File: src/rtl/icr_pkg.sv
package icr_pkg;

    localparam int unsigned DATA_W = 8;
    localparam int unsigned ADDR_W = 8;

    localparam logic [ADDR_W-1:0] COND_ADDR = 8'h19;
    localparam logic [ADDR_W-1:0] COMP_ADDR = 8'h1A;

    typedef logic [DATA_W-1:0] cond_t;

    // Bit positions inside the condition register
    typedef enum int unsigned {
        BIT_REQ_PAR    = 0,
        BIT_BUS_PAR    = 1,
        BIT_WR_REJECT  = 2,
        BIT_WR_INHIBIT = 3,
        BIT_LINK_THR   = 4,
        BIT_RX_A       = 5,
        BIT_RX_B       = 6,
        BIT_USER       = 7
    } cond_bit_e;

    localparam int unsigned INHIBIT_POS = int'(BIT_WR_INHIBIT);
    localparam cond_t INHIBIT_MASK = cond_t'(1) << INHIBIT_POS;

    // Decoded bus access, one strobe per register and direction
    typedef struct packed {
        logic rd_cond;
        logic rd_comp;
        logic wr_cond;
        logic wr_comp;
    } bus_acc_t;

    // Bits that changed since the host last captured a snapshot
    function automatic cond_t stale_bits(cond_t cur, cond_t snap);
        return cur ^ snap;
    endfunction

    // Next value of one condition bit
    function automatic logic bit_next(logic cur, logic stale, logic wr,
                                      logic wd, logic force_one, logic ev);
        logic v;
        v = cur;
        if (wr && !stale) v = wd;
        if (force_one)    v = 1'b1;
        return v | ev;
    endfunction

endpackage

File: src/rtl/icr_bus_decode.sv
module icr_bus_decode
    import icr_pkg::*;
#(
    parameter int unsigned            AW   = ADDR_W,
    parameter logic [ADDR_W-1:0]      A_CND = COND_ADDR,
    parameter logic [ADDR_W-1:0]      A_CMP = COMP_ADDR
) (
    input  logic [AW-1:0] addr,
    input  logic          rd,
    input  logic          wr,
    output bus_acc_t      acc
);

    logic hit_cond;
    logic hit_comp;

    always_comb begin
        hit_cond    = (addr == AW'(A_CND));
        hit_comp    = (addr == AW'(A_CMP));
        acc.rd_cond = rd & hit_cond;
        acc.rd_comp = rd & hit_comp;
        acc.wr_cond = wr & hit_cond;
        acc.wr_comp = wr & hit_comp;
    end

endmodule

File: src/rtl/icr_snapshot.sv
module icr_snapshot
    import icr_pkg::*;
(
    input  logic  clk,
    input  logic  rst,
    input  logic  cap_en,
    input  logic  load_en,
    input  cond_t cond_i,
    input  cond_t wdata_i,
    output cond_t snap_o
);

    cond_t snap_q;

    always_ff @(posedge clk) begin
        if (rst) begin
            snap_q <= '0;
        end else if (load_en) begin
            snap_q <= wdata_i;
        end else if (cap_en) begin
            snap_q <= cond_i;
        end
    end

    assign snap_o = snap_q;

    p_capture_on_read_r3: assert property (@(posedge clk) disable iff (rst)
        (cap_en && !load_en) |=> (snap_q == $past(cond_i)));

    p_direct_load_r10: assert property (@(posedge clk) disable iff (rst)
        load_en |=> (snap_q == $past(wdata_i)));

endmodule

File: src/rtl/icr_cond_reg.sv
module icr_cond_reg
    import icr_pkg::*;
(
    input  logic  clk,
    input  logic  rst,
    input  logic  wr_en,
    input  cond_t wdata_i,
    input  cond_t snap_i,
    input  cond_t event_i,
    output cond_t cond_o
);

    cond_t cond_q;
    cond_t cond_d;
    cond_t stale;
    logic  reject;

    always_comb begin
        stale  = stale_bits(cond_q, snap_i);
        reject = wr_en && (stale != '0);
    end

    for (genvar i = 0; i < int'(DATA_W); i++) begin : g_bit
        localparam bit IS_INHIBIT = (i == int'(INHIBIT_POS));
        always_comb begin
            cond_d[i] = bit_next(cond_q[i], stale[i], wr_en, wdata_i[i],
                                 IS_INHIBIT && reject, event_i[i]);
        end
    end

    always_ff @(posedge clk) begin
        if (rst) begin
            cond_q <= '0;
        end else begin
            cond_q <= cond_d;
        end
    end

    assign cond_o = cond_q;

    // matching bits take the written value (unless an event or a forced inhibit)
    p_match_takes_write_r4: assert property (@(posedge clk) disable iff (rst)
        wr_en |=> (((cond_q ^ $past(wdata_i)) & ~$past(cond_q ^ snap_i) & ~$past(event_i)
                    & ~(($past(cond_q) != $past(snap_i)) ? INHIBIT_MASK : cond_t'(0))) == '0));

    p_stale_bits_hold_r5: assert property (@(posedge clk) disable iff (rst)
        wr_en |=> (((cond_q ^ $past(cond_q)) & $past(cond_q ^ snap_i) & ~$past(event_i)
                    & ~INHIBIT_MASK) == '0));

    p_reject_sets_inhibit_r6: assert property (@(posedge clk) disable iff (rst)
        (wr_en && (cond_q != snap_i)) |=> cond_q[INHIBIT_POS]);

    p_event_wins_r7: assert property (@(posedge clk) disable iff (rst)
        (event_i != '0) |=> ((cond_q & $past(event_i)) == $past(event_i)));

    p_sticky_without_write_r8: assert property (@(posedge clk) disable iff (rst)
        !wr_en |=> ((cond_q & $past(cond_q)) == $past(cond_q)));

endmodule

File: src/rtl/icr_condwrite.sv
module icr_condwrite
    import icr_pkg::*;
(
    input  logic                 clk,
    input  logic                 rst,
    input  logic [ADDR_W-1:0]    bus_addr,
    input  logic                 bus_rd,
    input  logic                 bus_wr,
    input  logic [DATA_W-1:0]    bus_wdata,
    output logic [DATA_W-1:0]    bus_rdata,
    input  logic [DATA_W-1:0]    event_in,
    output logic                 irq
);

    bus_acc_t acc;
    cond_t    cond;
    cond_t    snap;

    icr_bus_decode #(
        .AW    (ADDR_W),
        .A_CND (COND_ADDR),
        .A_CMP (COMP_ADDR)
    ) u_decode (
        .addr (bus_addr),
        .rd   (bus_rd),
        .wr   (bus_wr),
        .acc  (acc)
    );

    icr_snapshot u_snapshot (
        .clk     (clk),
        .rst     (rst),
        .cap_en  (acc.rd_cond),
        .load_en (acc.wr_comp),
        .cond_i  (cond),
        .wdata_i (bus_wdata),
        .snap_o  (snap)
    );

    icr_cond_reg u_cond (
        .clk     (clk),
        .rst     (rst),
        .wr_en   (acc.wr_cond),
        .wdata_i (bus_wdata),
        .snap_i  (snap),
        .event_i (event_in),
        .cond_o  (cond)
    );

    always_comb begin
        if (acc.rd_cond) begin
            bus_rdata = cond;
        end else if (acc.rd_comp) begin
            bus_rdata = snap;
        end else begin
            bus_rdata = '0;
        end
    end

    assign irq = |cond;

    p_comp_write_leaves_cond_r10: assert property (@(posedge clk) disable iff (rst)
        acc.wr_comp |=> (cond == ($past(cond) | $past(event_in))));

endmodule

File: config.mk
export PLATFORM = sky130hd
export DESIGN_NAME = icr_condwrite
export DESIGN_NICKNAME = d
export VERILOG_FILES = /design/src/rtl/icr_pkg.sv /design/src/rtl/icr_bus_decode.sv /design/src/rtl/icr_snapshot.sv /design/src/rtl/icr_cond_reg.sv /design/src/rtl/icr_condwrite.sv
export SDC_FILE = /design/constraint.sdc
export NUM_CORES = 1
export LEC_CHECK = 0
export BUFFER_PORTS_ARGS = -buffer_cell sky130_fd_sc_hd__buf_2
export CORE_AREA = 2 2 54 56
export CTS_CLUSTER_SIZE = 10
export DETAILED_ROUTE_END_ITERATION = 7
export DIE_AREA = 0 0 56 58
export PLACE_DENSITY = 0.67
export SLEW_MARGIN = 0
export SYNTH_ARGS = -nofsm -noshare
export SYNTH_HDL_FRONTEND = slang
export SYNTH_HIERARCHICAL = 1
export SYNTH_SLANG_ARGS = --single-unit
File: constraint.sdc
create_clock -name clk -period 1.9 [get_ports clk]
set_clock_uncertainty 0.05 [all_clocks]
set_input_delay 0.19 -clock clk [delete_from_list [all_inputs] [get_ports clk]]
set_output_delay 0.19 -clock clk [all_outputs]
set_load 0.05 [all_outputs]
[Yosys cells after proc, flatten, opt, wreduce, memory -nomap -nowiden]
Cells that the tools add are included.
Cells by class
  equality and inequality tests: 2
  muxes and demuxes: 13
  bitwise logic cells: 13
  reduce and logical (&&, ||, !) cells: 20
Operators by type and width (number)
  $mux 8: 4
  $eq 8x5->1 const B: 2
  $logic_and 1x1->1: 9
  $mux 1: 9
  $logic_not 1->1: 8
  $or 1x1->1: 8
  $reduce_bool 8->1: 1
  $reduce_or 8->1: 1
  $xor 8x8->8: 1
  $and 1x1->1: 4
  $reduce_bool 2->1: 1
Storage, ports and cells
  register bits: 16
  input bits: 28
  output and inout port bits: 9
  logic and storage cells: 50

[Longest topological paths before layout]
  word-level depth: 6
  depth in mapped cells: 7
  mapped depth without buffers: 6

[By module]
The synthesis kept the hierarchy.
By module, submodules not included
  icr_cond_reg: times used 1, cells each 52, area an instance 465.4 sq um, sequential area each 160.2 sq um
  icr_snapshot: times used 1, cells each 35, area an instance 369.1 sq um, sequential area each 160.2 sq um
  icr_condwrite: times used 1, cells each 17, area an instance 118.9 sq um, sequential area each 0.0 sq um
  icr_bus_decode: times used 1, cells each 9, area an instance 63.8 sq um, sequential area each 0.0 sq um

[Worst setup path before layout]
Ideal clock, no wire load.
  path type: input to output
  from: input bus_addr[5]
  to: output bus_rdata[5]
  arrival time: 2164 ps
  required time: 1660 ps
  path slack: -504 ps
  stages: 4
  path buffers: 0
  cell sequence: or4b_4 > nor3_1 > nand2_1 > o21ai_0
RTL lines
  start, declared: RTL line icr_condwrite.sv:6  | input logic [ADDR_W-1:0] bus_addr,
  end, declared: RTL line icr_condwrite.sv:10  | output logic [DATA_W-1:0] bus_rdata,

==> qor.csv <==
stage;metric;value;unit
place;setup slack at placement;-148;ps
place;Placed Cells incl. Taps;186;
place;Port Buf Inserts;36;
clocking;htree depth;1;
logic_synthesis;Post-Synth Simple-Gate Area;0.191;
sta;slew margin rel.;0.808;
logic_synthesis;main combinational cell family by area after synthesis;compound AO/OA/AOI/OAI gates;
clocking;Worst-Skew Late Latency;290;ps
logic_synthesis;post-synthesis sequential area ratio;0.315;
global_routing;antenna violations before repair;0;
place;GPL Wtd Cong;0.751;
final_layout;Layout Cells excl Fill;194;
detailed_routing;Initial DRT Pass Iterations;4;
critical_path;WP data arrival;1650;ps
clocking;Clk pin slew, worst setup/hold paths;100;ps
detailed_routing;via count;1056;
final_layout;count of nets after finishing;192;
clocking;CTS sink cnt;16;
global_routing;Global Route Usage Sum;0.183;
sta;hold violation count in the final report;0;
logic_synthesis;syn nets;141;
detailed_routing;WL/cell;14.7;um
logic_synthesis;Compound-Gate Fraction of Synth Area;0.293;
critical_path;Critical Path RT;1660;ps
global_routing;first-pass GRT wire length;4640;um
logic_synthesis;Mapped Area;1020;um^2
final_layout;area grow syn2layout;46.0;%
worst_hold_path;Hold Crit Start;event_in[5];
sta;Final WS setup;10.6;ps
floorplanning;die area;3250;um^2
sta;f_max;529;MHz
clocking;Max Buffers Root-to-Sink;2;
sta;RSZ-0062 raised after global routing;true;
logic_synthesis;Post-Synth XOR/XNOR Area;0.0689;
power_and_ir_drop;worst vdd ir;424;uV
worst_hold_path;Tightest Hold Check Type;primary input to flip-flop;
sta;# setup viols final;0;
sta;Worst-Margin Slew;289;ps
logic_synthesis;Syn Area/Cell;9.00;um^2
critical_path;Critical Path Fanout Max;6;
clocking;CTS root buffer;clkbuf_4;
final_layout;Final Util;0.558;
critical_path;Setup crit start kind;primary input;
power_and_ir_drop;static leakage;0.592;nW
detailed_routing;# DRC;0;
floorplanning;chip width;56;um
clocking;cts bufs inserted;3;
critical_path;reg2reg end;u_cond/cond_o[3]$_SDFF_PP0_;
power_and_ir_drop;Cell Pwr Density;474;nW/um^2
run;MaxCap Viol Count;0;
sta;post-layout min period;1890;ps
logic_synthesis;adder-cell share of the synthesized area;0;
detailed_routing;routed wire length;2860;um
sta;Hold Slack;63.9;ps
critical_path;RR Startpoint;u_cond/cond_o[5]$_SDFF_PP0_;
floorplanning;die height;58;um
clocking;number of hold buffers added after CTS;0;
critical_path;Worst R2R Path Depth;4;
detailed_routing;vias per cell;5.44;
floorplanning;Site Rows;19;
sta;Max Slew Vio Count;0;
critical_path;flop-to-flop setup slack;540;ps
floorplanning;Starting Density;0.382;
final_layout;n_diodes;0;
global_routing;largest net degree at the start of global routing;17;
critical_path;Setup crit end kind;primary output;
place;DP Wirelength;2020;um
worst_hold_path;hold path endpoint;u_cond/cond_o[5]$_SDFF_PP0_;
clocking;CTS tree;done;
logic_synthesis;Synthesis Warnings;6;
floorplanning;core area;2660;um^2
logic_synthesis;flops & latches, synth;16;
logic_synthesis;Post-Syn Instances;113;
floorplanning;I/O pins;37;
worst_hold_path;Cells on Worst Hold Path;2;
detailed_routing;antenna viol nets, final;0;
global_routing;total gr overflow;0;
status;status;completed;
sta;ratio of final minimum period to clock period;0.994;
critical_path;Setup CP Type;primary input to primary output;
logic_synthesis;multiplexer area fraction after synthesis;0.0787;
final_layout;share of layout cells above drive strength 1;0.497;
detailed_routing;Iter 0 DRT Violations;23;
power_and_ir_drop;Tot Pwr;0.704;mW
logic_synthesis;count of cell types in the netlist;25;
global_routing;number of global-route vias before repair;1046;
[worst max path at each step]
stage / from / end / slack, ps / cells past startpoint
detailed placement: bus_addr[6] / bus_rdata[2] / -150 / 6
global placement: bus_addr[6] / bus_rdata[4] / -130 / 6
finish: bus_addr[5] / bus_rdata[7] / 10 / 6
floorplan: bus_addr[6] / u_cond/cond_o[3]$_SDFF_PP0_ / -30 / 7
global route: bus_addr[5] / bus_rdata[7] / -40 / 6
CTS: bus_addr[5] / bus_rdata[2] / 9 / 6
[cells in the mapped netlist, drive strengths merged]
master  instances  area [um^2]
or4bb           2         22.5
a22o            6         52.6
a211oi          8         60.1
nand4           1         6.26
mux2i           8         80.1
nand3           1         5.00
nor4            2         12.5
xnor2           7         61.3
buf             4         37.5
dfxtp          16          320
inv             4         17.5
o21ba           7         70.1
or4             1         11.3
or4b            1         13.8
a21oi          14         70.1
nand2           5         18.8
o21ai           9         45.0
nor2b           9         63.8
nor3            7         40.0
xor2            1         8.76
[report_power, final]
part           switching [mW]  total (mW)  internal (mW)
logic                  0.0447       0.101         0.0565
registers              0.0216       0.370          0.348
clock network           0.116       0.233          0.117
[metrics by stage]
stage | cell area, um^2 | TNS [ps]
detailed placement | 1320 | -1540
global route | 1490 | -192
finish | 1490 | 0
global placement | 1320 | -1190
CTS | 1440 | 0
floorplan | 1040 | -28.8
[critical path, stage by stage]
cell,delay (ps)
buf_2,100
or4b_4,570
nor3_4,190
nor2b_4,260
a22o_2,200
buf_8,140
[cell families (layout without fill, tap and decap cells)]
| group | count (synthesis) | after routing |
|---|---|---|
| XOR/XNOR | 8 | 8 |
| AO/OA/AOI/OAI | 44 | 44 |
| multiplexers | 8 | 8 |
| buffers and inverters | 8 | 58 |
| flip-flops | 16 | 16 |
| AND/OR/NAND/NOR | 29 | 29 |
[timing repair]
item / in CTS / in global routing
endpoints found under the hold margin: 0 / 0
buffers inserted: 2 / 2
resized for setup: 19 / 7
pin swaps: 4 / 0
endpoints found under the setup margin: 8 / 9
[cells in the final DEF, fill, tap and decap left out, drive strengths merged]
master   n
buf     50
dfxtp   16
a21oi   14
nor2b    9
o21ai    9
mux2i    8
a211oi   8
o21ba    7
xnor2    7
nor3     7
a22o     6
nand2    5
clkbuf   4
inv      4
nor4     2
or4bb    2
nand3    1
xor2     1
or4      1
nand4    1
or4b     1
[final cells by class]
cell class,instances,area (um^2)
repair buffers,50,374
multi-input cells,89,698
clock buffers,4,36.3
well taps,31,38.8
inverters,4,17.5
flip-flops and latches,16,320
fillers,261,1180
[flip-flops by register name (all words and copies together) (netlist names)]
register           count
u_cond/cond_o          8
u_snapshot/snap_o      8
[layer usage]
metal / up-vias / routed length (um) / global-route usage
met2: 30 / 1510 / 0.338
met4: 0 / 28 / 0.0476
met3: 4 / 135 / 0.0558
li1: 524 / - / -
met1: 498 / 1180 / 0.204
met5: - / 0 / 0
No activity file was read; power rests on OpenSTA's default activity.
